File: src/rtl/dma_pkg.sv
package dma_pkg;
  typedef enum logic [1:0] {
    ST_IDLE  = 2'd0,
    ST_RD    = 2'd1,
    ST_RWAIT = 2'd2,
    ST_WR    = 2'd3
  } xfer_st_e;

  localparam logic [1:0] SEL_SRC = 2'd0;
  localparam logic [1:0] SEL_DST = 2'd1;
  localparam logic [1:0] SEL_CNT = 2'd2;
  localparam logic [1:0] SEL_GO  = 2'd3;
endpackage

File: src/rtl/dma_cfg_regs.sv
module dma_cfg_regs
  import dma_pkg::*;
#(
  parameter int AW = 16,
  parameter int CW = 16
) (
  input  logic          clk_i,
  input  logic          rst_ni,
  input  logic          cfg_we_i,
  input  logic [1:0]    cfg_sel_i,
  input  logic [AW-1:0] cfg_wdata_i,
  input  logic          busy_i,
  input  logic          step_i,
  output logic [AW-1:0] src_o,
  output logic [AW-1:0] dst_o,
  output logic          cnt_zero_o,
  output logic          cnt_last_o,
  output logic          go_o
);
  localparam logic [CW-1:0] CNT_ONE = CW'(1);

  logic [AW-1:0] src_q, dst_q;
  logic [CW-1:0] cnt_q;
  logic          wr_ok;

  // setup writes are locked out while a copy runs
  assign wr_ok = cfg_we_i && !busy_i;

  always_ff @(posedge clk_i or negedge rst_ni) begin
    if (!rst_ni) begin
      src_q <= '0;
      dst_q <= '0;
      cnt_q <= '0;
    end else if (step_i) begin
      src_q <= src_q + AW'(1);
      dst_q <= dst_q + AW'(1);
      cnt_q <= cnt_q - CNT_ONE;
    end else if (wr_ok) begin
      case (cfg_sel_i)
        SEL_SRC: src_q <= cfg_wdata_i;
        SEL_DST: dst_q <= cfg_wdata_i;
        SEL_CNT: cnt_q <= cfg_wdata_i[CW-1:0];
        default: ;
      endcase
    end
  end

  assign src_o      = src_q;
  assign dst_o      = dst_q;
  assign cnt_zero_o = (cnt_q == '0);
  assign cnt_last_o = (cnt_q == CNT_ONE);
  assign go_o       = wr_ok && (cfg_sel_i == SEL_GO);

  AST_CFG_LOCK: assert property (@(posedge clk_i) disable iff (!rst_ni)
    (busy_i && cfg_we_i && !step_i) |=>
      (src_q == $past(src_q) && dst_q == $past(dst_q) && cnt_q == $past(cnt_q)));
endmodule

File: src/rtl/dma_xfer_fsm.sv
module dma_xfer_fsm
  import dma_pkg::*;
#(
  parameter int AW = 16,
  parameter int DW = 16
) (
  input  logic          clk_i,
  input  logic          rst_ni,
  input  logic          go_i,
  input  logic          cnt_zero_i,
  input  logic          cnt_last_i,
  input  logic [AW-1:0] src_i,
  input  logic [AW-1:0] dst_i,
  input  logic          cpu_mem_req_i,
  input  logic [DW-1:0] mem_rdata_i,
  output logic          busy_o,
  output logic          done_o,
  output logic          step_o,
  output logic          mem_req_o,
  output logic          mem_we_o,
  output logic [AW-1:0] mem_addr_o,
  output logic [DW-1:0] mem_wdata_o
);
  xfer_st_e      st_q, st_d;
  logic [DW-1:0] buf_q;
  logic          done_q;
  logic          want, grant;

  assign want  = (st_q == ST_RD) || (st_q == ST_WR);
  assign grant = want && !cpu_mem_req_i;   // steal only free cycles
  assign step_o = grant && (st_q == ST_WR);

  always_comb begin
    st_d = st_q;
    case (st_q)
      ST_IDLE:  if (go_i && !cnt_zero_i) st_d = ST_RD;
      ST_RD:    if (grant) st_d = ST_RWAIT;
      ST_RWAIT: st_d = ST_WR;
      ST_WR:    if (grant) st_d = cnt_last_i ? ST_IDLE : ST_RD;
      default:  st_d = ST_IDLE;
    endcase
  end

  always_ff @(posedge clk_i or negedge rst_ni) begin
    if (!rst_ni) begin
      st_q   <= ST_IDLE;
      buf_q  <= '0;
      done_q <= 1'b0;
    end else begin
      st_q <= st_d;
      if (st_q == ST_RWAIT) buf_q <= mem_rdata_i;
      if (go_i) done_q <= cnt_zero_i;
      else if (step_o && cnt_last_i) done_q <= 1'b1;
    end
  end

  assign busy_o      = (st_q != ST_IDLE);
  assign done_o      = done_q;
  assign mem_req_o   = grant;
  assign mem_we_o    = (st_q == ST_WR);
  assign mem_addr_o  = (st_q == ST_WR) ? dst_i : src_i;
  assign mem_wdata_o = buf_q;

  // checker state: last accepted access was a read
  logic last_rd_q;
  always_ff @(posedge clk_i or negedge rst_ni) begin
    if (!rst_ni) last_rd_q <= 1'b0;
    else if (mem_req_o) last_rd_q <= !mem_we_o;
  end

  AST_BUSY_DONE_EXCL: assert property (@(posedge clk_i) disable iff (!rst_ni)
    !(busy_o && done_o));
  AST_ZERO_GO: assert property (@(posedge clk_i) disable iff (!rst_ni)
    (go_i && cnt_zero_i) |=> (done_o && !busy_o));
  AST_RD_AFTER_WR: assert property (@(posedge clk_i) disable iff (!rst_ni)
    (mem_req_o && !mem_we_o) |-> !last_rd_q);
  AST_WR_AFTER_RD: assert property (@(posedge clk_i) disable iff (!rst_ni)
    (mem_req_o && mem_we_o) |-> last_rd_q);
  AST_ADDR_HOLD: assert property (@(posedge clk_i) disable iff (!rst_ni)
    ($past(want && !mem_req_o) && want) |-> $stable(mem_addr_o));
endmodule

File: src/rtl/dma_steal.sv
module dma_steal
  import dma_pkg::*;
#(
  parameter int AW = 16,
  parameter int DW = 16,
  parameter int CW = 16
) (
  input  logic          clk_i,
  input  logic          rst_ni,
  input  logic          cfg_we_i,
  input  logic [1:0]    cfg_sel_i,
  input  logic [AW-1:0] cfg_wdata_i,
  output logic          busy_o,
  output logic          done_o,
  input  logic          cpu_mem_req_i,
  output logic          mem_req_o,
  output logic          mem_we_o,
  output logic [AW-1:0] mem_addr_o,
  output logic [DW-1:0] mem_wdata_o,
  input  logic [DW-1:0] mem_rdata_i
);
  logic [AW-1:0] src, dst;
  logic          cnt_zero, cnt_last, go, step;

  dma_cfg_regs #(.AW(AW), .CW(CW)) u_regs (
    .clk_i      (clk_i),
    .rst_ni     (rst_ni),
    .cfg_we_i   (cfg_we_i),
    .cfg_sel_i  (cfg_sel_i),
    .cfg_wdata_i(cfg_wdata_i),
    .busy_i     (busy_o),
    .step_i     (step),
    .src_o      (src),
    .dst_o      (dst),
    .cnt_zero_o (cnt_zero),
    .cnt_last_o (cnt_last),
    .go_o       (go)
  );

  dma_xfer_fsm #(.AW(AW), .DW(DW)) u_fsm (
    .clk_i        (clk_i),
    .rst_ni       (rst_ni),
    .go_i         (go),
    .cnt_zero_i   (cnt_zero),
    .cnt_last_i   (cnt_last),
    .src_i        (src),
    .dst_i        (dst),
    .cpu_mem_req_i(cpu_mem_req_i),
    .mem_rdata_i  (mem_rdata_i),
    .busy_o       (busy_o),
    .done_o       (done_o),
    .step_o       (step),
    .mem_req_o    (mem_req_o),
    .mem_we_o     (mem_we_o),
    .mem_addr_o   (mem_addr_o),
    .mem_wdata_o  (mem_wdata_o)
  );

  AST_NO_ACCESS_IDLE: assert property (@(posedge clk_i) disable iff (!rst_ni)
    !busy_o |-> !mem_req_o);
endmodule

File: config.mk
export PLATFORM = sky130hd
export DESIGN_NAME = dma_steal
export DESIGN_NICKNAME = d
export VERILOG_FILES = /design/src/rtl/dma_pkg.sv /design/src/rtl/dma_cfg_regs.sv /design/src/rtl/dma_xfer_fsm.sv /design/src/rtl/dma_steal.sv
export SDC_FILE = /design/constraint.sdc
export NUM_CORES = 1
export LEC_CHECK = 0
export BUFFER_PORTS_ARGS = -buffer_cell sky130_fd_sc_hd__buf_2
export CORE_MARGIN = 3
export CORE_UTILIZATION = 45
export DETAILED_ROUTE_END_ITERATION = 8
export GPL_TIMING_DRIVEN = 0
export HOLD_SLACK_MARGIN = 0.1
export PLACE_DENSITY = 0.74
export SYNTH_ARGS = -nofsm -noshare
export SYNTH_HDL_FRONTEND = slang
export SYNTH_SLANG_ARGS = --single-unit
File: constraint.sdc
create_clock -name clk_i -period 2.7 [get_ports clk_i]
set_clock_uncertainty 0.2 [all_clocks]
set_input_delay 0.54 -clock clk_i [delete_from_list [all_inputs] [get_ports clk_i]]
set_output_delay 0.54 -clock clk_i [all_outputs]
set_load 0.03 [all_outputs]
==> implementation parameters <==
Parameter                              Value

Outcome
  Result of the run    finished clean

Finish
  Fraction of the core area covered by cells at the end of the flow    55.7%
  Number of nets in the finished design    approximately 550
  Antenna Cells    0
  Layout cell share with drive strength beyond 1    27.2%
  Post-synthesis to final-layout area growth    20.1%

Worst setup path
  List of cells traversed by the critical path    ha_2 -> clkbuf_2 -> mux2_2 -> buf_2
  Critical Path Source Type    register
  CP peak stage delay    0.40 ns
  Minimum setup slack among reg-to-reg paths    0.14 ns
  Arrival time at the worst endpoint    about 1.9 ns
  Crit path kind    reg -> out
  Required time at the worst-slack endpoint    between 1.5 and 2 ns
  Worst R2R End    u_regs.src_o[11]
  Max stage delay cell, worst path    sky130_fd_sc_hd__dfrtp_1
  Crit path max-delay family    buffers and inverters
  Number of cells on the worst reg-to-reg path    7
  Total buffers and inverters traversed by the critical path    2
  Maximum net fanout on the critical path    10
  Reg-to-reg critical path startpoint    u_fsm.st_q[1]
  Category of the worst setup path capture point    primary output

Die
  Cell Rows    33
  Die footprint    0.00965 mm^2
  Horizontal die dimension    98.2 um
  Effective utilization at floorplan    a little under half
  Die outline height    98.2 um
  Number of ports placed on the die boundary    between 70 and 80
  Core area    0.00826 mm^2

STA
  Fin crit share    ~97%
  Achievable frequency    382 MHz
  Slew at the pin closest to its max-slew limit    0.856 ns
  Setup TNS    0 ns
  Endpoints failing hold    0
  Count of pins over their slew limit    0
  Count of endpoints failing setup in the final report    0
  Headroom to the max-slew limit    between 40% and 50%
  Final setup slack of the worst path    0.0848 ns
  Setup repair after global routing missed its margin    false
  Tmin final    2.62 ns
  Hold Worst Slack    just over 0.06 ns

Synth
  Primary FF master, synth    sky130_fd_sc_hd__dfrtp_1
  Synthesis Warnings    0
  Sequential-to-total area share from yosys stat    ~44%
  Compound-gate portion of the synthesized area    about a fifth
  Adder-cell share of the synthesized area    2.94%
  Mean area per synthesized cell    9.16 um^2
  Post-synthesis mux area share    9.06%
  Share of synthesized cell area in and, or, nand and nor gates    20.8%
  Count of state elements after synthesis    67
  Synth area leader    sky130_fd_sc_hd__dfrtp_1
  Cell types with the largest area share after synthesis    sky130_fd_sc_hd__dfrtp_1 (44%), sky130_fd_sc_hd__mux2_2 (8.5%), sky130_fd_sc_hd__nor2_1 (5.1%)
  Library cells used by synthesis    53
  Number of nets produced by synthesis    465
  Post-synthesis async set-or-reset flop share    100%
  Area of the mapped netlist    0.00383 mm^2
  Post-synthesis xor/xnor area fraction    less than 1%
  Count of flip-flops with a built-in enable after synthesis    0
  Combinational family with the most area after synthesis    simple AND/OR/NAND/NOR gates
  Fraction of synthesized cell area taken by the top area cell type    a little over two fifths
  Number of standard cells after synthesis    418

Global routing
  GR Util All Layers    24.0%
  Number of global-route vias before repair    3,692
  Initial antenna violation count    0
  Pin count of the biggest net entering global routing    around 70
  Global-route wire length before repair    around 19 mm
  Remaining global-route overflow    0

Power
  Proportion of power drawn by flip-flops and latches    33.2%
  Worst supply voltage drop on vdd    0.443 mV
  Reported leakage power    between 1.5 and 2 nW
  Total power density per cell area    1310 mW/mm^2
  Post-layout power    6.00 mW
  P_int    between 3 and 4 mW
  Combinational Power Share    49.8%
  Power spent charging and discharging nets    2.80 mW
  Clock group share of total power    17.0%
  Switching share of power    46.7%

Route
  Number of search-and-repair iterations in the first detailed-routing pass    7
  Vias per std cell    roughly 6.1
  Drt first-iter violations    344
  DRC violations left    0
  Per-cell routed wire length    18.8 um
  Total detailed-routing wirelength    11.5 mm
  Vias after detailed routing    3,731
  Antenna-violating nets left    0

Clock tree
  Clock latency on the worst-skew pair    approximately 0.35 ns
  Root buffer cell    sky130_fd_sc_hd__clkbuf_8
  Clock tree from TritonCTS    done
  # hold bufs at CTS    0
  Worst-path clk slew    0.08 ns
  Post-CTS repair timing setup buffer count    0
  TritonCTS buffer count    9
  Clock sinks    67
  H-tree depth    3
  Maximum count of clock buffers along a single path    2

Placed design
  Pre-CTS setup slack    -0.168 ns
  Detailed placement HPWL    8.32 mm
  Final Wtd Congestion    roughly 0.96
  Port-buffer cells    73

Worst hold path
  Kind of path behind the tightest hold check    in -> async

Flow run
  Max-Cap Viols    0
[power by group through the flow]
stage               Sequential, mW  Clock [mW]  Combinational [mW]
global placement              1.95           0                2.87
global route                  2.07        1.09                3.24
CTS                           1.98        1.03                2.98
detailed placement            1.99           0                2.95
floorplan                     2.13           0                1.91
finish                        1.99        1.02                2.99
[repair_timing]
| item | CTS | global route |
|---|---|---|
| pin swaps | 0 | 0 |
| endpoints found under the setup margin | 30 | 24 |
| gates resized for setup | 7 | 5 |
| gates cloned | 0 | 0 |
[worst max path at each step]
| stage | startpoint | endpoint | slack [ns] | cells after the start |
|---|---|---|---|---|
| after CTS | u_fsm.st_q[1] | mem_addr_o[1] | 0.01 | 4 |
| after global routing | u_fsm.st_q[1] | mem_addr_o[12] | 0.009 | 4 |
| after global placement | u_fsm.st_q[0] | u_regs.src_o[3] | -0.12 | 7 |
| final | u_fsm.st_q[1] | mem_addr_o[12] | 0.08 | 4 |
| after detailed placement | u_fsm.st_q[0] | u_regs.src_o[4] | -0.17 | 7 |
| after floorplan | u_fsm.st_q[0] | mem_addr_o[13] | 0.25 | 3 |
[synthesized netlist by cell type (5+ instances only)]
cell type	count
sky130_fd_sc_hd__a211oi_1	12
sky130_fd_sc_hd__a21oi_1	25
sky130_fd_sc_hd__a311oi_1	7
sky130_fd_sc_hd__a31oi_1	5
sky130_fd_sc_hd__and3_1	6
sky130_fd_sc_hd__clkbuf_1	13
sky130_fd_sc_hd__dfrtp_1	67
sky130_fd_sc_hd__ha_1	9
sky130_fd_sc_hd__inv_1	10
sky130_fd_sc_hd__mux2_2	29
sky130_fd_sc_hd__nand2_1	48
sky130_fd_sc_hd__nand3_1	15
sky130_fd_sc_hd__nand4_1	7
sky130_fd_sc_hd__nor2_1	52
sky130_fd_sc_hd__nor3_1	11
sky130_fd_sc_hd__nor4_1	5
sky130_fd_sc_hd__o21ai_0	32
[layout by cell type, fill, tap and decap left out, drive strengths merged, types with 6 or more instances in the layout]
cell	n
a211oi	12
a21oi	25
a311oi	7
and3	6
buf	78
clkbuf	23
dfrtp	67
ha	9
inv	10
mux2	29
nand2	48
nand3	15
nand4	7
nor2	52
nor3	12
o21ai	33
[final cells by class]
cell class | instances | area [um^2]
clock buffers | 9 | 124
well taps | 105 | 131
inverters | 10 | 37.5
clock inverters | 7 | 116
fillers | 778 | 3660
plain buffers | 19 | 85.1
flip-flops and latches | 67 | 1680
multi-input cells | 322 | 2060
repair buffers | 73 | 368
[metal layers]
layer	part of all wire (%)	track usage [%]	routed length [um]	vias up
met5	0	0	0	-
met4	1.8	9.24	209	0
met3	6.6	4.71	757	18
met2	50	39.6	5740	151
met1	42	31.2	4770	1839
li1	-	-	-	1723
[kinds of logic (layout without fill, tap and decap cells)]
| kind of cell | Yosys count | in the layout |
|---|---|---|
| AOI/OAI and AO/OA | 117 | 117 |
| and+or+nand+nor | 164 | 164 |
| adders and majority gates | 9 | 9 |
| xor gates and xnor gates | 1 | 1 |
| buffers and inverters | 29 | 118 |
| muxes | 31 | 31 |
| DFF | 67 | 67 |
[through the flow]
stage / std cells / instance area (um^2)
finish: 612 / 4600
global route: 612 / 4600
CTS: 612 / 4580
detailed placement: 596 / 4330
global placement: 596 / 4320
floorplan: 418 / 3830
[registers in the layout (all words and copies together), names as in the netlist]
signal / flops
u_fsm.mem_wdata_o: 16
u_regs.cnt_q: 16
u_regs.dst_o: 16
u_regs.src_o: 16
u_fsm.st_q: 2
u_fsm.done_o: 1
Power figures use the tool's default switching activity.
